### config.mk
export PLATFORM = sky130hd
export DESIGN_NAME = pbx_exchange_path
export DESIGN_NICKNAME = d
export VERILOG_FILES = /design/src/rtl/pbx_pkg.sv /design/src/rtl/pbx_read_split.sv /design/src/rtl/pbx_xreg.sv /design/src/rtl/pbx_write_merge.sv /design/src/rtl/pbx_exchange_path.sv
export SDC_FILE = /design/constraint.sdc
export NUM_CORES = 1
export LEC_CHECK = 0
export ABC_AREA = 1
export BUFFER_PORTS_ARGS = -buffer_cell sky130_fd_sc_hd__buf_4
export CAP_MARGIN = 15
export CORE_MARGIN = 4
export CORE_UTILIZATION = 30
export CTS_CLUSTER_DIAMETER = 150
export DETAILED_ROUTE_END_ITERATION = 6
export GPL_TIMING_DRIVEN = 0
export PLACE_DENSITY = 0.74
export SLEW_MARGIN = 20
export SYNTH_ARGS = -nofsm -noshare
export SYNTH_HDL_FRONTEND = slang
export SYNTH_SLANG_ARGS = --single-unit
### constraint.sdc
create_clock -name clk -period 2.2 [get_ports clk]
set_input_delay 0.44 -clock clk [delete_from_list [all_inputs] [get_ports clk]]
set_output_delay 0.44 -clock clk [all_outputs]
set_load 0.1 [all_outputs]
### src/rtl/pbx_pkg.sv
package pbx_pkg;

    localparam int WORD_W = 24;
    localparam int REG_W  = 16;
    localparam int XR_W   = WORD_W - REG_W;

    typedef logic [WORD_W-1:0] word_t;
    typedef logic [REG_W-1:0]  reg_t;
    typedef logic [XR_W-1:0]   xr_t;

    typedef struct packed {
        logic  valid;
        logic  narrow;
        word_t data;
    } rd_beat_t;

    typedef struct packed {
        reg_t hi;
        xr_t  lo;
    } split_t;

    typedef enum logic [1:0] {
        XR_HOLD    = 2'd0,
        XR_CAPTURE = 2'd1,
        XR_LOAD    = 2'd2
    } xr_sel_e;

    function automatic split_t split_word(input word_t w, input logic narrow);
        split_t s;
        if (narrow) begin
            s.hi = w[REG_W-1:0];
            s.lo = '0;
        end else begin
            s.hi = w[WORD_W-1:XR_W];
            s.lo = w[XR_W-1:0];
        end
        return s;
    endfunction

    function automatic word_t merge_word(input reg_t src, input xr_t xr, input logic narrow);
        word_t w;
        if (narrow) w = {{(WORD_W-REG_W){1'b0}}, src};
        else        w = {src, xr};
        return w;
    endfunction

    function automatic reg_t zext_xr(input xr_t x);
        return {{(REG_W-XR_W){1'b0}}, x};
    endfunction

endpackage

### src/rtl/pbx_read_split.sv
module pbx_read_split
    import pbx_pkg::*;
(
    input  rd_beat_t beat,
    output reg_t     dst,
    output logic     cap_en,
    output xr_t      cap_val
);
    split_t parts;

    always_comb begin
        parts   = split_word(beat.data, beat.narrow);
        dst     = parts.hi;
        cap_en  = beat.valid;
        cap_val = parts.lo;
    end
endmodule

### src/rtl/pbx_xreg.sv
module pbx_xreg
    import pbx_pkg::*;
(
    input  logic clk,
    input  logic rst,
    input  logic cap_en,
    input  xr_t  cap_val,
    input  logic ld_en,
    input  xr_t  ld_val,
    output xr_t  xr_q
);
    xr_sel_e sel;

    always_comb begin
        if (cap_en)     sel = XR_CAPTURE;
        else if (ld_en) sel = XR_LOAD;
        else            sel = XR_HOLD;
    end

    always_ff @(posedge clk) begin
        if (rst) begin
            xr_q <= '0;
        end else begin
            case (sel)
                XR_CAPTURE: xr_q <= cap_val;
                XR_LOAD:    xr_q <= ld_val;
                default:    xr_q <= xr_q;
            endcase
        end
    end

    AST_CAPTURE_WINS: assert property (@(posedge clk) disable iff (rst)
        (cap_en && ld_en) |=> (xr_q == $past(cap_val))) else $error("capture priority");
    AST_LOAD_TAKES: assert property (@(posedge clk) disable iff (rst)
        (ld_en && !cap_en) |=> (xr_q == $past(ld_val))) else $error("direct load");
    AST_HOLD_IDLE: assert property (@(posedge clk) disable iff (rst)
        (!ld_en && !cap_en) |=> $stable(xr_q)) else $error("hold");
endmodule

### src/rtl/pbx_write_merge.sv
module pbx_write_merge
    import pbx_pkg::*;
(
    input  reg_t  src,
    input  xr_t   xr,
    input  logic  narrow,
    output word_t word
);
    always_comb word = merge_word(src, xr, narrow);
endmodule

### src/rtl/pbx_exchange_path.sv
module pbx_exchange_path
    import pbx_pkg::*;
(
    input  logic              clk,
    input  logic              rst,
    input  logic              rd_valid,
    input  logic              rd_narrow,
    input  logic [WORD_W-1:0] rd_data,
    output logic [REG_W-1:0]  dst_data,
    input  logic              wr_narrow,
    input  logic [REG_W-1:0]  wr_src,
    output logic [WORD_W-1:0] wr_data,
    input  logic              xr_load,
    input  logic [REG_W-1:0]  xr_load_data,
    output logic [REG_W-1:0]  xr_value
);
    rd_beat_t beat;
    logic     cap_en;
    xr_t      cap_val;
    xr_t      xr_q;

    always_comb begin
        beat.valid  = rd_valid;
        beat.narrow = rd_narrow;
        beat.data   = rd_data;
    end

    pbx_read_split u_split (
        .beat    (beat),
        .dst     (dst_data),
        .cap_en  (cap_en),
        .cap_val (cap_val)
    );

    pbx_xreg u_xreg (
        .clk     (clk),
        .rst     (rst),
        .cap_en  (cap_en),
        .cap_val (cap_val),
        .ld_en   (xr_load),
        .ld_val  (xr_load_data[XR_W-1:0]),
        .xr_q    (xr_q)
    );

    pbx_write_merge u_merge (
        .src    (wr_src),
        .xr     (xr_q),
        .narrow (wr_narrow),
        .word   (wr_data)
    );

    assign xr_value = zext_xr(xr_q);

    AST_WIDE_CAPTURE: assert property (@(posedge clk) disable iff (rst)
        (rd_valid && !rd_narrow) |=> (xr_value[XR_W-1:0] == $past(rd_data[XR_W-1:0]))) else $error("wide capture");
    AST_NARROW_CLEAR: assert property (@(posedge clk) disable iff (rst)
        (rd_valid && rd_narrow) |=> (xr_value == '0)) else $error("narrow clear");
    AST_ZERO_EXT: assert property (@(posedge clk) disable iff (rst)
        (xr_value[REG_W-1:XR_W] == '0)) else $error("zero extension");
    AST_WIDE_LOW_BYTE: assert property (@(posedge clk) disable iff (rst)
        !wr_narrow |-> (wr_data[XR_W-1:0] == xr_value[XR_W-1:0])) else $error("write low byte");
endmodule

==> flow_metrics.tcl, run 1 <==
set metrics [dict create \
    run_status "completed" \
    ys.flop_type "dfxtp_1" \
    hp-class "in -> reg" \
    place_hpwl_mm 2.948 \
    nets 331 \
    synth_area_leaders "dfxtp_1, nand2_1, nand3_1" \
    power.density_nw_per_um2 613.1 \
    clk_pin_slew_ps 50 \
    clkPwrFrac_pct 10.2 \
    fin_ws_ps 361.7 \
    grt_usage_pct 16.14 \
    drc_errors 0 \
    seq_power_share_pct 14.4 \
    cp_max_fo 10 \
    grt_pass1_wl_mm 5.361 \
    worst-r2r-setup-slack_ps 1540 \
    grt_overflow 0 \
    final_antenna_net_count 0 \
    ys_seq_elements 8 \
    period_share_pct 83.56 \
    postCtsHoldBufs 0 \
    antenna_found_initial 0 \
    synth.avg_cell_area_um2 5.710 \
    critPathTopFamily "buffers and inverters" \
    core_region_area_um2 2805 \
    p_int_mw 0.4129 \
    drive_gt1_share_pct 55.06 \
    synth_enable_flop_cells 0 \
    cts_buffers 3 \
    cts-resized-gates 0 \
    syn_inst 158 \
    cp_common_cell "buf_4" \
    critical_path_buf_inv_count 4 \
    fp-row-count 19 \
    post-place-ws_ps 337.5 \
    gp_congestion 0.7793 \
    path_cells "buf_4 > inv_2 > buf_2 > nand2_1 > o21ai_2 > buf_4" \
    drt_first_pass_iters 3 \
    reg2reg_depth 4 \
    ctsLongestPathBuffers 2 \
    routed_wl_mm 3.382 \
    setup_viol 0 \
    holdPathStages 5 \
    grt_max_degree 11 \
    die_y_um 62.84 \
    fin_skew_ps 0 \
    area_growth_pct 100.0 \
    drtIter0Drc 24 \
    fillerInstances 281 \
    critical_path.endpoint_type "primary output" \
    path_depth 6 \
    initial_core_util_pct 32.16 \
    synth_area_leader_cell "dfxtp_1" \
    cts_tree "yes" \
    top_register "u_xreg.xr_q" \
    synth-async-reset-ratio_pct 0 \
    ys_types 15 \
    root_buffer "clkbuf_4" \
    yosys_warnings 0 \
    routed_via_density 4.497 \
    max_stage_delay_ps 300 \
    wl_per_cell_um 11.35 \
    synth.most_common_cell "nand2_1" \
    ir_drop_uv 382.1 \
    largest_register_ffs 8 \
    fin_util_pct 64.32 \
    worstPathRequired_ps 1760 \
    top_regs "u_xreg.xr_q (8)" \
    ios 118 \
    switchingPower_mw 0.6932 \
    fmax_ghz 0.5440 \
    synth_top_area_share_pct 17.75 \
    switching_share_pct 62.67 \
    numPortBuffers 99 \
    cp.arrival_ps 1400 \
    period_minus_slack_ps 1838 \
    dieArea_um2 3948 \
    cp-start-kind "input pin" \
    die_width_um 62.84 \
    drv_slew 0 \
    mappedNetlistArea_um2 902.1 \
    insertedDiodeCount 0 \
    cts_sinks 8 \
    cpMaxStageDelayCell "buf_4" \
    p_total_mw 1.106 \
    grt_pass1_vias 1260 \
    worst_hold_slack_ps 508.4 \
    h-tree-depth 1 \
    place_area_um2 1782 \
    maxCapViolCount 0 \
    worstSkewPairLatency_ps 250 \
    leakage_nw 1.079 \
    design_area_um2 1804 \
    ys_seq_area_share_pct 17.75 \
    worstSetupPathType "in -> out" \
    rsz0062_at_grt "false" \
    vias 1340 \
    synthTopCellsByCount "nand2_1, inv_1, nand3_1, nor2_1, o21ai_0" \
    pwr-share-comb_pct 75.4 \
    hold_viol 0 \
    cts_setup_buffers 0 \
]
[through the flow]
step           instances  setup TNS, ps
2_1_floorplan        165          -3198
3_3_place_gp         295              0
3_5_place_dp         295              0
4_1_cts              298              0
5_1_grt              298              0
6_report             298              0
[area by class of cell]
cell class	count	area [µm²]	share of cell area [%]
Sequential cell	8	160.2	8.877
Timing Repair Buffer	99	743.2	41.19
Buffer	16	113.9	6.311
Inverter	26	97.59	5.409
Multi-Input combinational cell	115	628.1	34.81
Clock buffer	3	22.52	1.248
Tap cell	31	38.79	2.150
[tightest hold or removal path, stage by stage]
cell     delay, ps
buf_4           70
nand3_1         60
nand3_1         80
nand2_1         40
inv_1           40
[cells by family after synthesis]
family                 Yosys count  share of synthesized area (%)
DFF                              8                          17.75
other                            1                         0.4157
and+or+nand+nor                 77                          36.20
AOI/OAI and AO/OA               22                          12.20
muxes                            8                          9.987
buffers and inverters           42                          23.44
[metal layers]
metal | wire length (µm) | GRT usage, %
met1 | 1327 | 18.43
met2 | 1784 | 29.83
met3 | 270 | 5.935
met4 | 0 | 0.8264
met5 | 0 | 0
[worst paths after layout]
check / endpoint / from
max: dst_data[9] / rd_narrow
min: u_xreg.xr_q[3] / xr_load_data[3]
max reg2reg: u_xreg.xr_q[2] / u_xreg.xr_q[2]
min reg2reg: u_xreg.xr_q[6] / u_xreg.xr_q[6]
[cells in the final DEF, fill, tap and decap left out, types with 6 or more instances in the layout]
cell / instances
a21oi_2: 6
buf_4: 110
nor2_1: 16
nand3_1: 24
conb_1: 8
dfxtp_1: 8
inv_1: 25
mux2_2: 8
o21ai_2: 13
nand2_1: 36
[power by group through the flow]
stage	sequential [mW]	clock (mW)	combinational, mW
floorplan	0.220	0	0.587
global placement	0.163	0	0.833
detailed placement	0.163	0	0.837
CTS	0.160	0.116	0.837
global route	0.160	0.130	0.866
finish	0.160	0.113	0.834
No activity file was read; power rests on OpenSTA's default activity.
==> inputs of run 2 (changes only) <==
==> constraint.sdc (replaced) <==
create_clock -name clk -period 1.76 [get_ports clk]
set_input_delay 0.352 -clock clk [delete_from_list [all_inputs] [get_ports clk]]
set_output_delay 0.352 -clock clk [all_outputs]
set_load 0.1 [all_outputs]
==> flow_metrics.tcl, run 2 (same netlist as run 1, synthesis figures left out) <==
set metrics [dict create \
    run_status "completed" \
    p_total_mw 1.415 \
    worstSetupPathType "in -> out" \
    final_common_cell "buf_4" \
    fin_setup_tns_ps 0 \
    die_y_um 62.84 \
    post-place-ws_ps 41.60 \
    cts_tree "yes" \
    grt_pass1_wl_mm 5.430 \
    ir_drop_uv 355.6 \
    pwr-share-comb_pct 75.9 \
    insertedDiodeCount 0 \
    grt_max_degree 11 \
    drc_errors 0 \
    cts_sinks 8 \
    fin_ws_ps 64.41 \
    layout_common_cells "buf_4, nand2_1, inv_1, nand3_1, nor2_4" \
    period_share_pct 96.34 \
    root_buffer "clkbuf_4" \
    area_growth_pct 113.9 \
    rsz0062_at_grt "false" \
    fmax_ghz 0.5898 \
    leakage_nw 1.097 \
    grt_overflow 0 \
    initial_core_util_pct 32.16 \
    top_register "u_xreg.xr_q" \
    power.density_nw_per_um2 733.4 \
    dieArea_um2 3948 \
    p_int_mw 0.5312 \
    switchingPower_mw 0.8838 \
    drv_slew 0 \
    ctsLongestPathBuffers 2 \
    routed_via_density 4.413 \
    numPortBuffers 99 \
    die_width_um 62.84 \
    fillerInstances 266 \
    fin_util_pct 68.78 \
    h-tree-depth 1 \
    wl_per_cell_um 11.35 \
    cp.arrival_ps 1340 \
    largest_register_ffs 8 \
    drive_gt1_share_pct 59.93 \
    hp-class "in -> reg" \
    drtIter0Drc 41 \
    clkPwrFrac_pct 9.8 \
    cp_max_fo 10 \
    grt_pass1_vias 1248 \
    worstSkewPairLatency_ps 250 \
    clk_pin_slew_ps 50 \
    top_regs "u_xreg.xr_q (8)" \
    grt_usage_pct 16.67 \
    maxCapViolCount 0 \
    worst_hold_slack_ps 419.2 \
    nets 331 \
    seq_power_share_pct 14.3 \
    antenna_found_initial 0 \
    place_hpwl_mm 3.008 \
    switching_share_pct 62.46 \
    critical_path.endpoint_type "primary output" \
    worstPathRequired_ps 1410 \
    drt_first_pass_iters 4 \
    period_minus_slack_ps 1696 \
    ios 118 \
    cp-start-kind "input pin" \
    fp-row-count 19 \
    setup_viol 0 \
    hold_viol 0 \
    fin_skew_ps 0 \
    cts_buffers 3 \
    core_region_area_um2 2805 \
    routed_wl_mm 3.383 \
    vias 1315 \
    postCtsHoldBufs 0 \
    gp_congestion 0.7596 \
    final_antenna_net_count 0 \
]
-- run 2: routing by layer --
layer  vias to the layer above  GRT usage (%)  routed length (µm)
met2                        80          28.23                1540
li1                        705              -                   -
met3                         4          6.115                 427
met4                         0          4.959                  32
met5                         -              0                   0
met1                       526          19.53                1382
-- run 2: path summary, 6_finish.rpt --
path | start | end | slack [ps] | cells after the start
worst max-delay path | rd_narrow | dst_data[11] | 60 | 6
worst max register to register | u_xreg.xr_q[4] | u_xreg.xr_q[4] | 1110 | 4
worst min-delay path | xr_load_data[1] | u_xreg.xr_q[1] | 420 | 5
worst min register to register | u_xreg.xr_q[6] | u_xreg.xr_q[6] | 540 | 4
-- run 2: what timing repair did --
item / 4_1_cts / 5_1_grt
gates resized for setup: 0 / 2
endpoints found under the setup margin: 0 / 2
setup buffers: 0 / 0
-- run 2: area by class of cell --
class | count | area [µm²] | share of cell area (%)
Tap cell | 31 | 38.79 | 2.010
Multi-Input combinational cell | 115 | 737.0 | 38.20
Buffer | 16 | 116.4 | 6.031
Timing Repair Buffer | 99 | 747.0 | 38.72
Inverter | 26 | 97.59 | 5.058
Sequential cell | 8 | 170.2 | 8.820
Clock buffer | 3 | 22.52 | 1.167
-- run 2: power by group through the flow --
| stage | Clock (mW) | Combinational (mW) | Sequential [mW] |
|---|---|---|---|
| floorplan | 0 | 0.764 | 0.278 |
| global placement | 0 | 1.07 | 0.206 |
| detailed placement | 0 | 1.08 | 0.205 |
| CTS | 0.141 | 1.08 | 0.202 |
| global route | 0.152 | 1.12 | 0.203 |
| finish | 0.139 | 1.07 | 0.202 |
-- run 2: worst max-delay path, cell delays in order --
cell and delay [ps]:
buf_4 150, inv_2 110, buf_2 230, nand2_1 70
o21ai_1 100, buf_4 320
-- run 2: metrics by stage --
step           cells  instance area, µm²
2_1_floorplan    165                1119
3_3_place_gp     295                1901
3_5_place_dp     295                1901
4_1_cts          298                1923
5_1_grt          298                1929
6_report         298                1929
==> inputs of run 3 (changes only) <==
==> constraint.sdc (replaced) <==
create_clock -name clk -period 1.8 [get_ports clk]
set_input_delay 0.36 -clock clk [delete_from_list [all_inputs] [get_ports clk]]
set_output_delay 0.36 -clock clk [all_outputs]
set_load 0.1 [all_outputs]
==> flow_metrics.tcl, run 3 (same netlist as run 1, synthesis figures left out) <==
set metrics [dict create \
    run_status "completed" \
    layoutNonFillerInstCount 298 \
    die_width_um 62.84 \
    antenna_found_initial 0 \
    hp-class "in -> reg" \
    gp_congestion 0.8277 \
    holdPathStages 5 \
    hold_viol 0 \
    ios 118 \
    cts-resized-gates 0 \
    r2r_start "u_xreg.xr_q[4]" \
    rsz0062_at_grt "false" \
    nets 331 \
    fp-row-count 19 \
    grt_usage_pct 16.74 \
    routed_via_density 4.517 \
    wl_per_cell_um 11.58 \
    cts_tree "yes" \
    fin_ws_ps 112.5 \
    cp_max_fo 10 \
    final_common_cell "buf_4" \
    grt_max_degree 11 \
    ctsLongestPathBuffers 2 \
    critical_path.endpoint_type "primary output" \
    h-tree-depth 1 \
    worst-r2r-setup-slack_ps 1140 \
    hold_path_end "u_xreg.xr_q[5]" \
    fmax_ghz 0.5926 \
    numPortBuffers 99 \
    period_share_pct 93.75 \
    drive_gt1_share_pct 61.05 \
    fin_skew_ps 0 \
    layout_common_cells "buf_4, nand2_1, inv_1, nand3_1, o21ai_2" \
    period_minus_slack_ps 1688 \
    cts_setup_buffers 0 \
    worst_hold_slack_ps 431.7 \
    postCtsHoldBufs 0 \
    die_y_um 62.84 \
    area_growth_pct 109.7 \
    drv_slew 0 \
    fillerInstances 273 \
    top_regs "u_xreg.xr_q (8)" \
    dieArea_um2 3948 \
    cts_buffers 3 \
    core_region_area_um2 2805 \
    worstSkewPairLatency_ps 260 \
    grt_pass1_wl_mm 5.478 \
    final_antenna_net_count 0 \
    post-place-ws_ps 104.3 \
    clk_pin_slew_ps 50 \
    place_hpwl_mm 3.067 \
    root_buffer "clkbuf_4" \
    grt_pass1_vias 1306 \
    power.density_nw_per_um2 727.3 \
    setup_viol 0 \
    initial_core_util_pct 32.16 \
    dp.cells 295 \
    largest_register_ffs 8 \
    fin_util_pct 67.44 \
    top_register "u_xreg.xr_q" \
    maxCapViolCount 0 \
    ir_drop_uv 359.5 \
    p_total_mw 1.376 \
    drt_first_pass_iters 4 \
    worstSetupPathType "in -> out" \
    worstPathRequired_ps 1440 \
    drtIter0Drc 24 \
    cp-start-kind "input pin" \
    reg2reg_depth 4 \
    cts_sinks 8 \
    vias 1346 \
    routed_wl_mm 3.452 \
    insertedDiodeCount 0 \
    leakage_nw 1.092 \
    drc_errors 0 \
    grt_overflow 0 \
    worst_hold_startpoint "xr_load_data[5]" \
    reg2reg_to "u_xreg.xr_q[4]" \
    cp.arrival_ps 1330 \
]
## run 3: cell types whose count changed in the layout (fill, tap and decap cells not counted), moves of 2 or more
cell     delta
o21ai_1     -5
a21oi_4     -5
o21ai_2     +5
a21oi_1     +2
a21oi_2     +3
## run 3: critical path, stage by stage
cell,delay [ps]
buf_4,130
buf_4,170
buf_4,220
a21oi_4,140
buf_4,300
## run 3: metrics by stage
step,TNS [ps],area (µm²)
6_report,0,1892
5_1_grt,0,1892
4_1_cts,0,1892
3_5_place_dp,0,1869
3_3_place_gp,0,1869
2_1_floorplan,-1787,1087
## run 3: how the worst max path moves through the flow
stage	start	endpoint	slack (ps)	cells after the start
final	wr_narrow	wr_data[14]	110	5
after detailed placement	wr_narrow	wr_data[14]	100	5
after global placement	rd_narrow	dst_data[12]	100	6
after CTS	wr_narrow	wr_data[14]	100	5
after floorplan	wr_narrow	wr_data[8]	-570	3
after global routing	rd_narrow	dst_data[11]	50	6
## run 3: area by class of cell
| cell class | instances | area (µm²) | area share, % |
|---|---|---|---|
| timing repair buffer | 99 | 743.2 | 39.29 |
| multi-input combinational | 115 | 705.7 | 37.30 |
| sequential | 8 | 170.2 | 8.995 |
| buffer | 16 | 113.9 | 6.019 |
| inverter | 26 | 97.59 | 5.159 |
| tap | 31 | 38.79 | 2.050 |
| clock buffer | 3 | 22.52 | 1.190 |
## run 3: layer usage
layer  routed length (µm)  global-route usage, %  up-vias
met4                   51                  7.438        0
met3                  393                  5.396        6
met2                 1618                  29.43       86
li1                     -                      -      701
met5                    0                      0        -
met1                 1388                  18.21      553
## run 3: power breakdown
group	leakage (nW)	internal, mW	switching, mW
Sequential	0.0689	0.190	0.00747
Combinational	1.01	0.248	0.792
Clock	0.0138	0.0764	0.0620
Total	1.09	0.514	0.862
